==> src/rtl/sd_data_fifo.sv <==
module sd_data_fifo #(
  parameter int WIDTH = 32,
  parameter int DEPTH = 16,
  localparam int PTR_W = $clog2(DEPTH),
  localparam int CNT_W = $clog2(DEPTH + 1)
) (
  input  logic             clk,
  input  logic             rst_n,
  input  logic             dir_rd,
  input  logic             reg_wr_en,
  input  logic [WIDTH-1:0] reg_wr_data,
  input  logic             reg_rd_en,
  input  logic             dp_push,
  input  logic [WIDTH-1:0] dp_push_data,
  input  logic             dp_pop,
  output logic [WIDTH-1:0] head_data,
  input  logic [CNT_W-1:0] rd_thresh,
  input  logic [CNT_W-1:0] wr_thresh,
  input  logic             err_clr,
  output logic [CNT_W-1:0] fill_level,
  output logic             fifo_err,
  output logic             data_ready,
  output logic             send_go
);
  logic [WIDTH-1:0] mem [DEPTH];
  logic [PTR_W-1:0] wp, rp;
  logic [CNT_W-1:0] cnt;
  logic             err;

  wire             push_req  = dir_rd ? dp_push : reg_wr_en;
  wire [WIDTH-1:0] push_word = dir_rd ? dp_push_data : reg_wr_data;
  wire             pop_req   = dir_rd ? reg_rd_en : dp_pop;
  wire             empty     = (cnt == '0);
  wire             full      = (cnt == CNT_W'(DEPTH));
  wire             pop_ok    = pop_req && !empty;
  wire             push_ok   = push_req && (!full || pop_req);
  wire             bad       = (pop_req && empty) || (push_req && !push_ok);

  function automatic logic [PTR_W-1:0] bump(input logic [PTR_W-1:0] p);
    return (p == PTR_W'(DEPTH - 1)) ? '0 : p + 1'b1;
  endfunction

  always_ff @(posedge clk) begin
    if (push_ok) mem[wp] <= push_word;
  end

  always_ff @(posedge clk) begin
    if (!rst_n) begin
      wp  <= '0;
      rp  <= '0;
      cnt <= '0;
      err <= 1'b0;
    end else begin
      if (push_ok) wp <= bump(wp);
      if (pop_ok)  rp <= bump(rp);
      case ({push_ok, pop_ok})
        2'b10:   cnt <= cnt + 1'b1;
        2'b01:   cnt <= cnt - 1'b1;
        default: cnt <= cnt;
      endcase
      if (bad)          err <= 1'b1;
      else if (err_clr) err <= 1'b0;
    end
  end

  assign head_data  = empty ? '0 : mem[rp];
  assign fill_level = cnt;
  assign fifo_err   = err;
  assign data_ready = dir_rd && (cnt >= rd_thresh);
  assign send_go    = !dir_rd && (cnt >= wr_thresh);
endmodule

==> config.mk <==
export PLATFORM = sky130hd
export DESIGN_NAME = sd_data_fifo
export DESIGN_NICKNAME = d
export VERILOG_FILES = /design/src/rtl/sd_data_fifo.sv
export SDC_FILE = /design/constraint.sdc
export NUM_CORES = 1
export LEC_CHECK = 0
export CAP_MARGIN = 20
export CORE_MARGIN = 10
export CORE_UTILIZATION = 59
export DETAILED_ROUTE_END_ITERATION = 12
export PLACE_DENSITY = 0.89
export SLEW_MARGIN = 10
export SYNTH_ARGS = -nofsm -noshare
export SYNTH_HDL_FRONTEND = slang
export SYNTH_SLANG_ARGS = --single-unit
==> constraint.sdc <==
create_clock -name clk -period 7.3 [get_ports clk]
set_input_delay 1.46 -clock clk [delete_from_list [all_inputs] [get_ports clk]]
set_output_delay 1.46 -clock clk [all_outputs]
set_load 0.1 [all_outputs]
==> results by group, run 1 <==
Setup path
  – R2R Path Start: fill_level[1]
  – Worst reg-to-reg path cell count: 9
  – Reg2reg setup slack: 3.84 ns
  – CP Capture Type: primary output
  – Critical Path RT: 5.84 ns
  – Critical path class: flip-flop to primary output
  – Crit Path Max Fanout: 20
  – CP startpoint kind: flip-flop
  – WP data arrival: 4.11 ns
  – R2r endpoint: fill_level[4]

Place
  – Placed Cells: 1533
  – Port Buffers: 121
  – Hpwl dp: 24.2 mm
  – GP Congestion: 0.786

STA
  – Worst Max-Slew Pin Slew: 1.10 ns
  – Setup TNS: 0 ns
  – Tmin final: 5.57 ns
  – Max Clk Rate: 180 MHz
  – Setup violators final: 0
  – Max Transition Viols Final: 0
  – RSZ-0062 raised after global routing: false
  – Final Hold Vio Count: 0
  – Worst Clk Skew: 0.0174 ns
  – Tcrit/Tclk final: 76.3%
  – Relative slew slack: 26.4%

Power and ir drop
  – Leakage: 7.54 nW
  – PwrDens: 357 nW/um2
  – Max IR drop VDD: 367 uV

Route
  – DR pass1 iterations: 5
  – DR DRC count: 0
  – Detail-routed via count per cell: 6.54
  – DRT Wirelength: 47.9 mm
  – Initial drt markers: 1316
  – Routed Antenna Nets: 0
  – Routed vias: 10700
  – Avg WL per Cell: 29.4 um

Die
  – Initial Util: 59.6%
  – Total I/O pin count: 122
  – Die X-Extent: 209 um
  – Die span in y: 209 um
  – Core area: 35400 um2
  – Cell row count: 69
  – DIE AREA: 43700 um2

Worst hold path
  – Worst hold path cell count: 2
  – Worst hold path class: flip-flop to flip-flop
  – Min-delay src: rp[0]

Synthesis
  – Synth Register Bits: 530
  – Yosys synthesis warning count: 0
  – Compound-Gate Fraction of Synth Area: 2.17%
  – Area share of fa/ha/maj cells after synthesis: 1.07%
  – Post-Syn Area: 21100 um2
  – Synthesized-area fraction occupied by and/or/nand/nor cells: 1.76%
  – Netlist cell types: 48
  – Xor and xnor fraction of the mapped netlist area: 0.166%
  – Mapped Avg Cell Area: 21.3 um2
  – Synth Instances: 989
  – Main flop type after synthesis: edfxtp_1
  – Sequential share of the synthesized area: 74.6%
  – Post-synthesis mux area share: 18.7%
  – EDFF count, synth: 512
  – Asr flop ratio synth: 0%
  – Syn_nets: 1089
  – Largest family of logic cells by synthesized area: multiplexers

GRT
  – Initial antenna violation count: 0
  – Largest net degree at the start of global routing: 83
  – GRT Overall Usage: 21.6%
  – Vias in the first global route: 11200
  – First-pass GRT wire length: 71.2 mm
  – Total grt overflow: 0

CTS
  – Clock transition at the registers of the reported paths: 0.06 ns
  – H-tree depth: 2
  – Clock buffer count from CTS: 50
  – Clk buf depth: 3
  – Post-cts sizing count: 0
  – Post-CTS Hold Buffers: 0
  – CTS tree: yes
  – CTS Root Cell: clkbuf_16
  – Worst-Skew Late Latency: 0.56 ns
  – Num Clock Sinks: 530
  – Setup bufs post-CTS: 0

Cells and area
  – Layout Utilization: 69.3%
  – Diodes inserted: 0
  – Final std cells w/o fill: 1630
  – Layout cell share with drive strength beyond 1: 23.6%
  – Area grow syn2layout: 16.4%
  – Nets@finish: 1230

Run status
  – Status: finished, final reports clean

Job
  – Max-Cap Viols: 0
-- cells in the mapped netlist (3+ instances only) --
library cell  count  area (um2)
a21boi_0          3        22.5
a21oi_1          10        50.1
and2_1            5        31.3
and3_1            6        37.5
buf_1             6        22.5
buf_2            20         100
clkbuf_1         27         101
dfxtp_1          18         360
edfxtp_1        512       15400
ha_1             18         225
inv_1            15        56.3
mux2_2           34         383
mux2i_1          68         681
mux4_2          128        2880
nand2_1          12        45.0
nand2b_1          4        25.0
nand3_1          10        50.1
nor2_1            4        15.0
nor2b_1           6        37.5
nor3_1            5        25.0
o21ai_0           6        30.0
o22ai_1          32         200
or3_1             4        25.0
xnor2_1           3        26.3
-- stage by stage --
stage	power [mW]	worst slack, ns	hold slack, ns	instance area, um2
finish	8.76	1.73	0.537	24500
global route	9.03	1.58	0.583	24500
global placement	6.29	1.96	0.513	22900
CTS	8.80	1.71	0.530	24400
detailed placement	6.34	1.74	0.521	22900
floorplan	5.69	1.53	0.484	21100
-- area by class of cell --
class	instances	area, um2
clock buffers	62	1320
flip-flops and latches	530	15700
clock inverters	29	211
inverters	15	56.3
repair buffers	145	1510
multi-input cells	388	5110
fillers	2101	10900
well taps	461	577
-- layer usage --
metal  global-route usage (%)  vias to the layer above  wire length [um]
met5                        0                        -                 0
met4                     8.11                        0              1370
met3                     3.88                      107              3700
met2                     37.3                      604             25600
met1                     26.7                     5530             17300
li1                         -                     4420                 -
-- sequential cells by signal, indices dropped and copies added, names as in the netlist, named ones only --
signal / cells
mem: 512
fill_level: 5
fifo_err: 1
rp: 4
wp: 4
-- power breakdown --
part	leakage (nW)	switching (mW)	internal [mW]
combinational	2.03	1.77	0.936
sequential	4.77	0.143	3.45
clock	0.741	1.08	1.38
total	7.54	2.99	5.77
-- cell families (layout without fill, tap and decap cells) --
| kind of cell | after synthesis | count (layout) |
|---|---|---|
| AND/OR/NAND/NOR | 67 | 67 |
| flip-flops | 530 | 530 |
| buffers and inverters | 71 | 251 |
| multiplexers | 230 | 230 |
| adder cells (fa/ha/maj) | 18 | 18 |
| XOR/XNOR | 4 | 4 |
| AO/OA/AOI/OAI | 69 | 69 |
-- worst max path at each step --
stage                                to          start
final                     head_data[28]  fill_level[1]
after global routing      head_data[26]      flip-flop
after CTS                 head_data[28]  fill_level[1]
after detailed placement  fill_level[4]         dir_rd
after global placement    fill_level[4]         dir_rd
after floorplan              data_ready         dir_rd
-- cell usage in the layout (no fill, tap or decap), types with 3 or more instances in the layout --
cell             count
nand2_1             12
nor2b_1              6
o21ai_0              6
nand2b_1             4
nand3_1             10
clkinv_2             4
buf_4               14
dfxtp_1             15
edfxtp_1           512
dfxtp_4              3
clkinv_1            18
inv_1               15
clkbuf_16           51
bufinv_16            3
xnor2_1              3
clkbuf_1            11
or3_1                4
o22ai_1             32
mux2_2              34
mux2i_1             68
nor2_4               4
a21boi_0             3
ha_1                18
a21oi_1             10
clkdlybuf4s50_1    120
and2_2               3
mux4_2             128
buf_12               9
and3_2               4
nor3_2               4
-- critical path: stages (launching register included) --
cell	delay (ns)
dfxtp_1	0.42
or4_1	0.78
o21ai_4	0.74
buf_4	0.40
o22ai_1	0.20
clkdlybuf4s50_1	1.02
No activity file was read; power rests on OpenSTA's default activity.
==> inputs of run 2 (changes only) <==
==> constraint.sdc (replaced) <==
create_clock -name clk -period 5.4 [get_ports clk]
set_input_delay 1.08 -clock clk [delete_from_list [all_inputs] [get_ports clk]]
set_output_delay 1.08 -clock clk [all_outputs]
set_load 0.1 [all_outputs]
==> run 2 against run 1 <==
Net effect:
- clock power rose by 34%
- worst hold slack improved by 0.015 ns
- critical path type unchanged
- sequential share of layout area fell by 0.23 points
- worst setup slack got worse by 1.1 ns
- critical path depth did not move
- utilization rose by 0.25 points
- via count rose by 0.77%
- non-clock buffer count rose by 11
- wire length rose by 4.1%
==> results by group, run 2 (synthesis gave the netlist of run 1 again) <==
Cells and area
  – Largest Register: mem
  – Layout cell share with drive strength beyond 1: 25.5%
  – Area grow syn2layout: 16.8%
  – Fillers: 2057
  – Diodes inserted: 0
  – Layout Utilization: 69.6%
  – Commonest cells after routing, fill and taps aside: 512 x edfxtp_1, 128 x mux4_2, 109 x clkdlybuf4s50_1
  – Max FFs per register: 512
  – Nets@finish: 1240
  – Commonest non-fill, non-tap cell in the layout: edfxtp_1

Route
  – Avg WL per Cell: 30.4 um
  – Routed vias: 10700
  – DRT Wirelength: 49.8 mm
  – DR DRC count: 0
  – Detail-routed via count per cell: 6.56
  – Initial drt markers: 1299
  – DR pass1 iterations: 5
  – Routed Antenna Nets: 0

CTS
  – Clk buf depth: 3
  – Num Clock Sinks: 530
  – Setup bufs post-CTS: 0
  – CTS tree: yes
  – Clock transition at the registers of the reported paths: 0.06 ns
  – Worst-Skew Late Latency: 0.56 ns
  – Post-CTS Hold Buffers: 0
  – H-tree depth: 2
  – Post-cts sizing count: 0
  – Clock buffer count from CTS: 49
  – CTS Root Cell: clkbuf_16

Power and ir drop
  – Switching Share: 34.3%
  – Leakage: 7.64 nW
  – Max IR drop VDD: 518 uV
  – Combinational share of power: 31.6%
  – PwrDens: 483 nW/um2
  – Internal power: 7.81 mW
  – P_sw: 4.08 mW
  – Total chip power: 11.9 mW
  – Clock Power Share: 27.8%
  – Reg power frac: 40.6%

Setup path
  – Crit Path Max Fanout: 15
  – Top cell family by delay on the critical path: buffers and inverters
  – CP Capture Type: primary output
  – Critical path class: flip-flop to primary output
  – R2R Path Start: fill_level[1]
  – CP startpoint kind: flip-flop
  – Worst path slowest cell: clkdlybuf4s50_1
  – Critical Path RT: 4.32 ns
  – Crit path from: fill_level[1]
  – WP buf/inv: 2
  – WP data arrival: 3.72 ns
  – Slowest stage delay, CP: 1.00 ns
  – Critical-path cell list: or4_1, o21ai_4, buf_12, o22ai_1, clkdlybuf4s50_1

GRT
  – Total grt overflow: 0
  – GRT Overall Usage: 22.4%
  – First-pass GRT wire length: 73.7 mm
  – Initial antenna violation count: 0
  – Largest net degree at the start of global routing: 44
  – Vias in the first global route: 11500

Die
  – Die X-Extent: 209 um
  – DIE AREA: 43700 um2
  – Total I/O pin count: 122
  – Cell row count: 69
  – Core area: 35400 um2
  – Initial Util: 59.6%
  – Die span in y: 209 um

Job
  – Max-Cap Viols: 0

STA
  – Worst Clk Skew: 0.0258 ns
  – Setup ws final: 0.595 ns
  – Setup TNS: 0 ns
  – Max Transition Viols Final: 0
  – Worst Max-Slew Pin Slew: 1.13 ns
  – Max Clk Rate: 208 MHz
  – Final Hold Vio Count: 0
  – Setup violators final: 0
  – Relative slew slack: 24.7%
  – Tcrit/Tclk final: 89.0%
  – RSZ-0062 raised after global routing: false
  – Tmin final: 4.80 ns

Place
  – Port Buffers: 121
  – Pre-CTS WS: 1.21 ns
  – GP Congestion: 0.770
  – Hpwl dp: 26.4 mm

Worst hold path
  – Worst hold path class: flip-flop to flip-flop
  – Min-delay src: rp[3]

Run status
  – Status: finished, final reports clean
run 2: power by group through the flow:
stage | clock (mW) | sequential (mW) | combinational [mW]
2_1_floorplan | 0 | 4.89 | 2.79
3_3_place_gp | 0 | 4.89 | 3.66
3_5_place_dp | 0 | 4.91 | 3.71
4_1_cts | 3.32 | 4.83 | 3.77
5_1_grt | 3.46 | 4.84 | 3.93
6_report | 3.30 | 4.83 | 3.76
run 2: path summary, 6_finish.rpt:
path	to	slack [ns]	cells past startpoint
max	head_data[16]	0.60	5
max reg2reg	fill_level[4]	2.11	10
min reg2reg	flip-flop	0.55	2
min	flip-flop	0.55	2
run 2: area by class of cell:
| cell class | instances | area, um2 | share of cell area (%) |
|---|---|---|---|
| Sequential cell | 530 | 15700 | 64.0 |
| Multi-Input combinational cell | 388 | 5120 | 20.8 |
| Timing Repair Buffer | 156 | 1610 | 6.53 |
| Clock buffer | 62 | 1320 | 5.35 |
| Tap cell | 461 | 577 | 2.34 |
| Clock inverter | 26 | 193 | 0.783 |
| Inverter | 15 | 56.3 | 0.229 |
run 2: through the flow:
| step | std cells | instance area, um2 | hold slack (ns) |
|---|---|---|---|
| 3_3_place_gp | 1544 | 23000 | 0.505 |
| 2_1_floorplan | 989 | 21100 | 0.484 |
| 6_report | 1638 | 24600 | 0.552 |
| 5_1_grt | 1638 | 24600 | 0.591 |
| 4_1_cts | 1632 | 24500 | 0.559 |
| 3_5_place_dp | 1544 | 23000 | 0.550 |
run 2: tightest hold or removal path, stage by stage, from the launching register on:
cell      delay, ns
dfxtp_1        0.33
o21ai_0        0.07
a21boi_0       0.10
run 2: metal layers:
layer | GRT usage, % | part of all wire (%)
met3 | 3.85 | 6.8
met1 | 27.0 | 36
met2 | 39.6 | 54
met4 | 8.88 | 2.9
met5 | 0 | 0
